`src/rtl/gpio2b_pkg.sv`:
```
package gpio2b_pkg;

  typedef enum logic [2:0] {
    RG_EN    = 3'd0,
    RG_DIR   = 3'd1,
    RG_LVL   = 3'd2,
    RG_RISE  = 3'd3,
    RG_FALL  = 3'd4,
    RG_IE    = 3'd5,
    RG_ROUTE = 3'd6,
    RG_STS   = 3'd7
  } regSel_e;

  // Strobes handed from the bus decoder to both bank datapaths
  typedef struct packed {
    logic       wr;
    logic       bank;
    regSel_e    sel;
    logic [1:0] byteIdx;
    logic [7:0] data;
  } busStrobe_t;

endpackage

```
`src/rtl/gpio2b_ctrl.sv`:
```
module gpio2b_ctrl
  import gpio2b_pkg::*;
(
  input  logic [5:0]  busAddr,
  input  logic [7:0]  busWdata,
  input  logic        busWe,
  input  logic [7:0]  coreRd,
  input  logic [7:0]  resRd,
  input  logic        coreEvt,
  input  logic        resEvt,
  output busStrobe_t  strobe,
  output logic [7:0]  busRdata,
  output logic        evtOut
);

  always_comb begin
    strobe.wr      = busWe;
    strobe.bank    = busAddr[5];
    strobe.sel     = regSel_e'(busAddr[4:2]);
    strobe.byteIdx = busAddr[1:0];
    strobe.data    = busWdata;
  end

  assign busRdata = busAddr[5] ? resRd : coreRd;
  assign evtOut   = coreEvt | resEvt;

endmodule

```
`src/rtl/gpio2b_bank.sv`:
```
module gpio2b_bank
  import gpio2b_pkg::*;
#(
  parameter int PINS    = 10,
  parameter bit BANK_ID = 1'b0
) (
  input  logic            clk,
  input  logic            rst,
  input  busStrobe_t      strobe,
  input  logic [PINS-1:0] pinIn,
  output logic [PINS-1:0] pinOut,
  output logic [PINS-1:0] pinOe,
  output logic [7:0]      rdByte,
  output logic            evtAny,
  output logic [PINS-1:0] enBits,
  output logic [PINS-1:0] dirBits,
  output logic [PINS-1:0] stsBits
);

  localparam int ADDR_SPAN = 32;  // four bytes reachable per register

  logic [PINS-1:0] enR, dirR, lvlR, riseR, fallR, ieR, stsR;
  logic [PINS-1:0] syncA, syncB, syncPrev;
  logic [PINS-1:0] byteHit, wrBit, stsClr, newEdge, lvlView, rdVec;
  logic [ADDR_SPAN-1:0] padded;
  logic wrHere;

  assign wrHere = strobe.wr && (strobe.bank == BANK_ID);

  always_comb begin
    for (int p = 0; p < PINS; p++) begin
      byteHit[p] = wrHere && (strobe.byteIdx == 2'(p / 8));
      wrBit[p]   = strobe.data[p % 8];
      stsClr[p]  = byteHit[p] && (strobe.sel == RG_STS) && wrBit[p];
    end
  end

  // Control registers
  always_ff @(posedge clk) begin
    if (rst) begin
      enR   <= '0;
      dirR  <= '1;
      lvlR  <= '0;
      riseR <= '0;
      fallR <= '0;
      ieR   <= '0;
    end else begin
      for (int p = 0; p < PINS; p++) begin
        if (byteHit[p]) begin
          case (strobe.sel)
            RG_EN:   enR[p]   <= wrBit[p];
            RG_DIR:  dirR[p]  <= wrBit[p];
            RG_LVL:  if (!dirR[p]) lvlR[p] <= wrBit[p];
            RG_RISE: riseR[p] <= wrBit[p];
            RG_FALL: fallR[p] <= wrBit[p];
            RG_IE:   ieR[p]   <= wrBit[p];
            default: ;
          endcase
        end
      end
    end
  end

  // Input synchroniser plus one history stage for edge detection
  always_ff @(posedge clk) begin
    if (rst) begin
      syncA    <= '0;
      syncB    <= '0;
      syncPrev <= '0;
    end else begin
      syncA    <= pinIn;
      syncB    <= syncA;
      syncPrev <= syncB;
    end
  end

  assign newEdge = enR & ((syncB & ~syncPrev & riseR) | (~syncB & syncPrev & fallR));

  // Sticky status: a fresh edge wins over a clear in the same cycle
  always_ff @(posedge clk) begin
    if (rst) stsR <= '0;
    else     stsR <= (stsR & ~stsClr) | newEdge;
  end

  assign lvlView = (dirR & syncB) | (~dirR & lvlR);

  always_comb begin
    case (strobe.sel)
      RG_EN:   rdVec = enR;
      RG_DIR:  rdVec = dirR;
      RG_LVL:  rdVec = lvlView;
      RG_RISE: rdVec = riseR;
      RG_FALL: rdVec = fallR;
      RG_IE:   rdVec = ieR;
      RG_STS:  rdVec = stsR;
      default: rdVec = '0;
    endcase
    padded = '0;
    padded[PINS-1:0] = rdVec;
  end

  assign rdByte  = padded[{strobe.byteIdx, 3'b000} +: 8];
  assign pinOut  = lvlR;
  assign pinOe   = enR & ~dirR;
  assign evtAny  = |(stsR & ieR);
  assign enBits  = enR;
  assign dirBits = dirR;
  assign stsBits = stsR;

endmodule

```
`src/rtl/dual_bank_gpio.sv`:
```
module dual_bank_gpio
  import gpio2b_pkg::*;
#(
  parameter int CORE_PINS   = 10,
  parameter int RESUME_PINS = 4
) (
  input  logic                             clk,
  input  logic                             rst,
  input  logic [5:0]                       busAddr,
  input  logic [7:0]                       busWdata,
  input  logic                             busWe,
  output logic [7:0]                       busRdata,
  input  logic [CORE_PINS+RESUME_PINS-1:0] pinIn,
  output logic [CORE_PINS+RESUME_PINS-1:0] pinOut,
  output logic [CORE_PINS+RESUME_PINS-1:0] pinOe,
  output logic                             evtOut
);

  localparam int TOTAL = CORE_PINS + RESUME_PINS;

  busStrobe_t strobe;
  logic [7:0] coreRd, resRd;
  logic       coreEvt, resEvt;
  logic [TOTAL-1:0] allEn, allDir, allSts;

  gpio2b_ctrl u_ctrl (
    .busAddr (busAddr),
    .busWdata(busWdata),
    .busWe   (busWe),
    .coreRd  (coreRd),
    .resRd   (resRd),
    .coreEvt (coreEvt),
    .resEvt  (resEvt),
    .strobe  (strobe),
    .busRdata(busRdata),
    .evtOut  (evtOut)
  );

  gpio2b_bank #(.PINS(CORE_PINS), .BANK_ID(1'b0)) u_core (
    .clk    (clk),
    .rst    (rst),
    .strobe (strobe),
    .pinIn  (pinIn[CORE_PINS-1:0]),
    .pinOut (pinOut[CORE_PINS-1:0]),
    .pinOe  (pinOe[CORE_PINS-1:0]),
    .rdByte (coreRd),
    .evtAny (coreEvt),
    .enBits (allEn[CORE_PINS-1:0]),
    .dirBits(allDir[CORE_PINS-1:0]),
    .stsBits(allSts[CORE_PINS-1:0])
  );

  gpio2b_bank #(.PINS(RESUME_PINS), .BANK_ID(1'b1)) u_resume (
    .clk    (clk),
    .rst    (rst),
    .strobe (strobe),
    .pinIn  (pinIn[TOTAL-1:CORE_PINS]),
    .pinOut (pinOut[TOTAL-1:CORE_PINS]),
    .pinOe  (pinOe[TOTAL-1:CORE_PINS]),
    .rdByte (resRd),
    .evtAny (resEvt),
    .enBits (allEn[TOTAL-1:CORE_PINS]),
    .dirBits(allDir[TOTAL-1:CORE_PINS]),
    .stsBits(allSts[TOTAL-1:CORE_PINS])
  );

endmodule

```
`config.mk`:
```
export PLATFORM = sky130hd
export DESIGN_NAME = dual_bank_gpio
export DESIGN_NICKNAME = d
export VERILOG_FILES = /design/src/rtl/gpio2b_pkg.sv /design/src/rtl/gpio2b_ctrl.sv /design/src/rtl/gpio2b_bank.sv /design/src/rtl/dual_bank_gpio.sv
export SDC_FILE = /design/constraint.sdc
export NUM_CORES = 1
export LEC_CHECK = 0
export CAP_MARGIN = 15
export CORE_UTILIZATION = 45
export DETAILED_ROUTE_END_ITERATION = 16
export PLACE_DENSITY_LB_ADDON = 0.05
export SLEW_MARGIN = 10
export SYNTH_ARGS = -nofsm -noshare
export SYNTH_HDL_FRONTEND = slang
export SYNTH_SLANG_ARGS = --single-unit
```
`constraint.sdc`:
```
create_clock -name clk -period 2.6 [get_ports clk]
set_clock_uncertainty 0.1 [all_clocks]
set_input_delay 0.52 -clock clk [delete_from_list [all_inputs] [get_ports clk]]
set_output_delay 0.52 -clock clk [all_outputs]
set_load 0.02 [all_outputs]
```
==> flow_metrics.env <==
export IMPL_syn_to_final_growth_pct=35.6
export IMPL_synthCells=740
export IMPL_place_gp_congestion=0.921
export IMPL_die_y_um=121
export IMPL_drtIter0Drc=486
export IMPL_max_cap_violations=0
export IMPL_end_kind="output port"
export IMPL_crit_path_end="busRdata[0]"
export IMPL_rrSetupSlack_ns=1.37
export IMPL_worst_ep_arrival_time_ns=2.00
export IMPL_yosysSeqAreaShare_pct=44.2
export IMPL_worstSetupStartpoint="busAddr[2]"
export IMPL_p_switching_uw=1270
export IMPL_comb_power_share_pct=8.4
export IMPL_peakVddDrop_mv=0.468
export IMPL_clk_pin_slew_worst_paths_ns=0.06
export IMPL_vias=6092
export IMPL_ff2ff_path_depth=4
export IMPL_fin_area_um2=8600
export IMPL_grt_max_degree=50
export IMPL_synth_edf_count=0
export IMPL_ys_seq_elements=140
export IMPL_num_rows=43
export IMPL_first_pass_iters=6
export IMPL_rr_startpoint="u_core.dirBits[1]$_SDFFE_PP1P_"
export IMPL_final_util_pct=62.2
export IMPL_synth_cell_types=47
export IMPL_avgSynthCellArea_um2=8.57
export IMPL_power_leakage_uw=0.00318
export IMPL_finalNonFillerCells=1059
export IMPL_timing_final_ws_setup_ns=-0.0180
export IMPL_max_freq_mhz=382
export IMPL_htreeDepth=4
export IMPL_status="finished with violations"
export IMPL_hpwl_um=14200
export IMPL_reg2reg_to="u_core.pinOut[1]$_SDFFE_PP0P_"
export IMPL_max_slew_margin_pct=68.2
export IMPL_crit_type="primary input to output port"
export IMPL_required_ns=1.98
export IMPL_overflow=0
export IMPL_p_int_uw=3930
export IMPL_post_route_min_period_ns=2.62
export IMPL_cp_max_fo=6
export IMPL_slew_violations=0
export IMPL_synth_fp_nets=771
export IMPL_post_drt_wl_per_cell_um=19.2
export IMPL_grt_pass1_vias=5871
export IMPL_cts_max_path_buffers=2
export IMPL_p_sw_share_pct=24.4
export IMPL_start_util_pct=45.9
export IMPL_hold_viol_final=0
export IMPL_cts_sinks=140
export IMPL_p_per_area_nw_per_um2=604
export IMPL_final_cell_mix="139 x dfxtp_1, 98 x nand2_1, 85 x buf_4"
export IMPL_multi_input_area_um2=3450
export IMPL_io_buffers=67
export IMPL_antenna_found_initial=0
export IMPL_violations="negative setup slack"
export IMPL_vias_per_cell=5.75
export IMPL_cts_made_buffers=17
export IMPL_routed_wl_um=20300
export IMPL_final_antenna_net_count=0
export IMPL_clkLatencyLatePin_ns=0.43
export IMPL_min_from="u_core.syncA[7]$_SDFF_PP0_"
export IMPL_async_flop_share_pct=0
export IMPL_grt_pass1_wl_um=31900
export IMPL_yosys_warnings=0
export IMPL_setup_violations=1
export IMPL_dieArea_um2=14600
export IMPL_grt_use_total_pct=28.8
export IMPL_seq_power_share_pct=42.3
export IMPL_core_um2=13800
export IMPL_tightest_slew_ns=0.477
export IMPL_dp_cells=1024
export IMPL_die_w_um=121
export IMPL_startpoint_type="primary input"
export IMPL_clock_power_share_pct=49.3
export IMPL_drc=0
export IMPL_final_common_cell="dfxtp_1"
export IMPL_ios=68
export IMPL_syn_area_um2=6340
export IMPL_rsz0062_at_grt="yes"
export IMPL_register_area_um2=2800
export IMPL_synthFlopType="dfxtp_1"
export IMPL_diodes=0
export IMPL_period_share_pct=101
export IMPL_nNetsFinal=897
export IMPL_cts_tree="yes"
export IMPL_ctsRootBufferMaster="clkbuf_16"
export IMPL_drive_above_1_share_pct=21.6
export IMPL_placed_area_um2=7790
export IMPL_hp_class="flip-flop to flip-flop"
export IMPL_fillers=1216
state kept, by name, summed over array words and instances (netlist names), 10 cells and up:
signal and flops:
u_core.dirBits 10, u_core.enBits 10, u_core.fallR 10, u_core.ieR 10, u_core.pinOut 10, u_core.riseR 10
u_core.stsBits 10, u_core.syncA 10, u_core.syncB 10, u_core.syncPrev 10
layout make-up:
class	instances	share of cell area [%]
Sequential cell	140	32.6
Multi-Input combinational cell	537	40.2
Timing Repair Buffer	159	16.9
Tap cell	180	2.62
Clock buffer	18	5.11
Inverter	11	0.524
Clock inverter	14	2.12
routing by layer:
layer,part of all wire (%),track usage [%],up-vias
li1,-,-,2877
met1,45,38.3,2978
met2,46,45.9,202
met3,6.2,6.32,35
met4,2.3,10.4,0
met5,0,0,-
how the worst min path moves through the flow:
stage | end | cells after the start
floorplan | u_core.syncB[0]$_SDFF_PP0_ | 1
global placement | u_core.syncB[8]$_SDFF_PP0_ | 1
detailed placement | u_core.syncB[7]$_SDFF_PP0_ | 1
CTS | u_core.syncB[7]$_SDFF_PP0_ | 1
global route | u_core.syncB[8]$_SDFF_PP0_ | 1
finish | u_core.syncB[7]$_SDFF_PP0_ | 1
through the flow:
stage	hold WS, ns	total power, uW	setup TNS [ns]	worst slack, ns
3_3_place_gp	0.319	2640	-10.07	-0.969
6_report	0.334	5200	-0.0180	-0.0180
3_5_place_dp	0.323	2640	-10.51	-0.931
5_1_grt	0.358	5350	-0.188	-0.0624
2_1_floorplan	0.314	2440	0	0.00486
4_1_cts	0.338	5210	-0.00564	-0.00564
synth_stat cells, types with 2 or more instances:
| cell | n | share of area (%) |
|---|---|---|
| nand3b_1 | 26 | 3.1 |
| nand3_1 | 37 | 2.9 |
| nor2_1 | 49 | 2.9 |
| nand4bb_1 | 2 | 0.35 |
| clkbuf_1 | 35 | 2.1 |
| o21ai_0 | 47 | 3.7 |
| o221a_2 | 3 | 0.53 |
| a221o_1 | 6 | 0.95 |
| nor2b_1 | 61 | 6.0 |
| o32ai_1 | 2 | 0.28 |
| mux2i_1 | 36 | 5.7 |
| buf_1 | 5 | 0.30 |
| a221oi_1 | 14 | 1.9 |
| nand2_1 | 98 | 5.8 |
| buf_2 | 10 | 0.79 |
| a22o_1 | 4 | 0.55 |
| inv_1 | 11 | 0.65 |
| a21o_1 | 7 | 0.83 |
| dfxtp_1 | 140 | 44 |
| mux4_2 | 2 | 0.71 |
| buf_6 | 2 | 0.35 |
| mux2_2 | 11 | 2.0 |
| a211oi_1 | 5 | 0.59 |
| nor3_1 | 16 | 1.3 |
| a211o_1 | 7 | 0.97 |
| and2_1 | 5 | 0.49 |
| a31o_2 | 2 | 0.28 |
| nor3b_1 | 3 | 0.35 |
| a22oi_1 | 13 | 1.5 |
| nor4bb_1 | 4 | 0.63 |
| nand4_1 | 2 | 0.20 |
| a21oi_1 | 59 | 4.7 |
| and4b_1 | 2 | 0.32 |
logic make-up after synthesis:
| kind of cell | share of synthesized area, % |
|---|---|
| compound gates | 17.5 |
| mux | 8.34 |
| simple gates | 25.9 |
| flops | 44.2 |
| buf+inv | 4.16 |
timing repair:
| action | 4_1_cts | 5_1_grt |
|---|---|---|
| pin swaps | 13 | 11 |
| hold buffers | 0 | 0 |
| gates cloned | 2 | 0 |
| buffers inserted | 1 | 0 |
| endpoints found under the setup margin | 9 | 7 |
| gates resized for setup | 83 | 19 |
worst max-delay path: stages:
cell and delay [ns]:
buf_8 0.10, buf_6 0.12, mux2_4 0.30, a221o_1 0.32, a221oi_2 0.34, o32ai_2 0.12
buf_4 0.17
power groups by stage:
stage               sequential (uW)  clock, uW  combinational, uW
floorplan                      2240          0                206
global placement               2240          0                397
detailed placement             2240          0                400
CTS                            2200       2590                421
global route                   2200       2690                462
finish                         2200       2560                436
(Power assumes the default switching activity.)
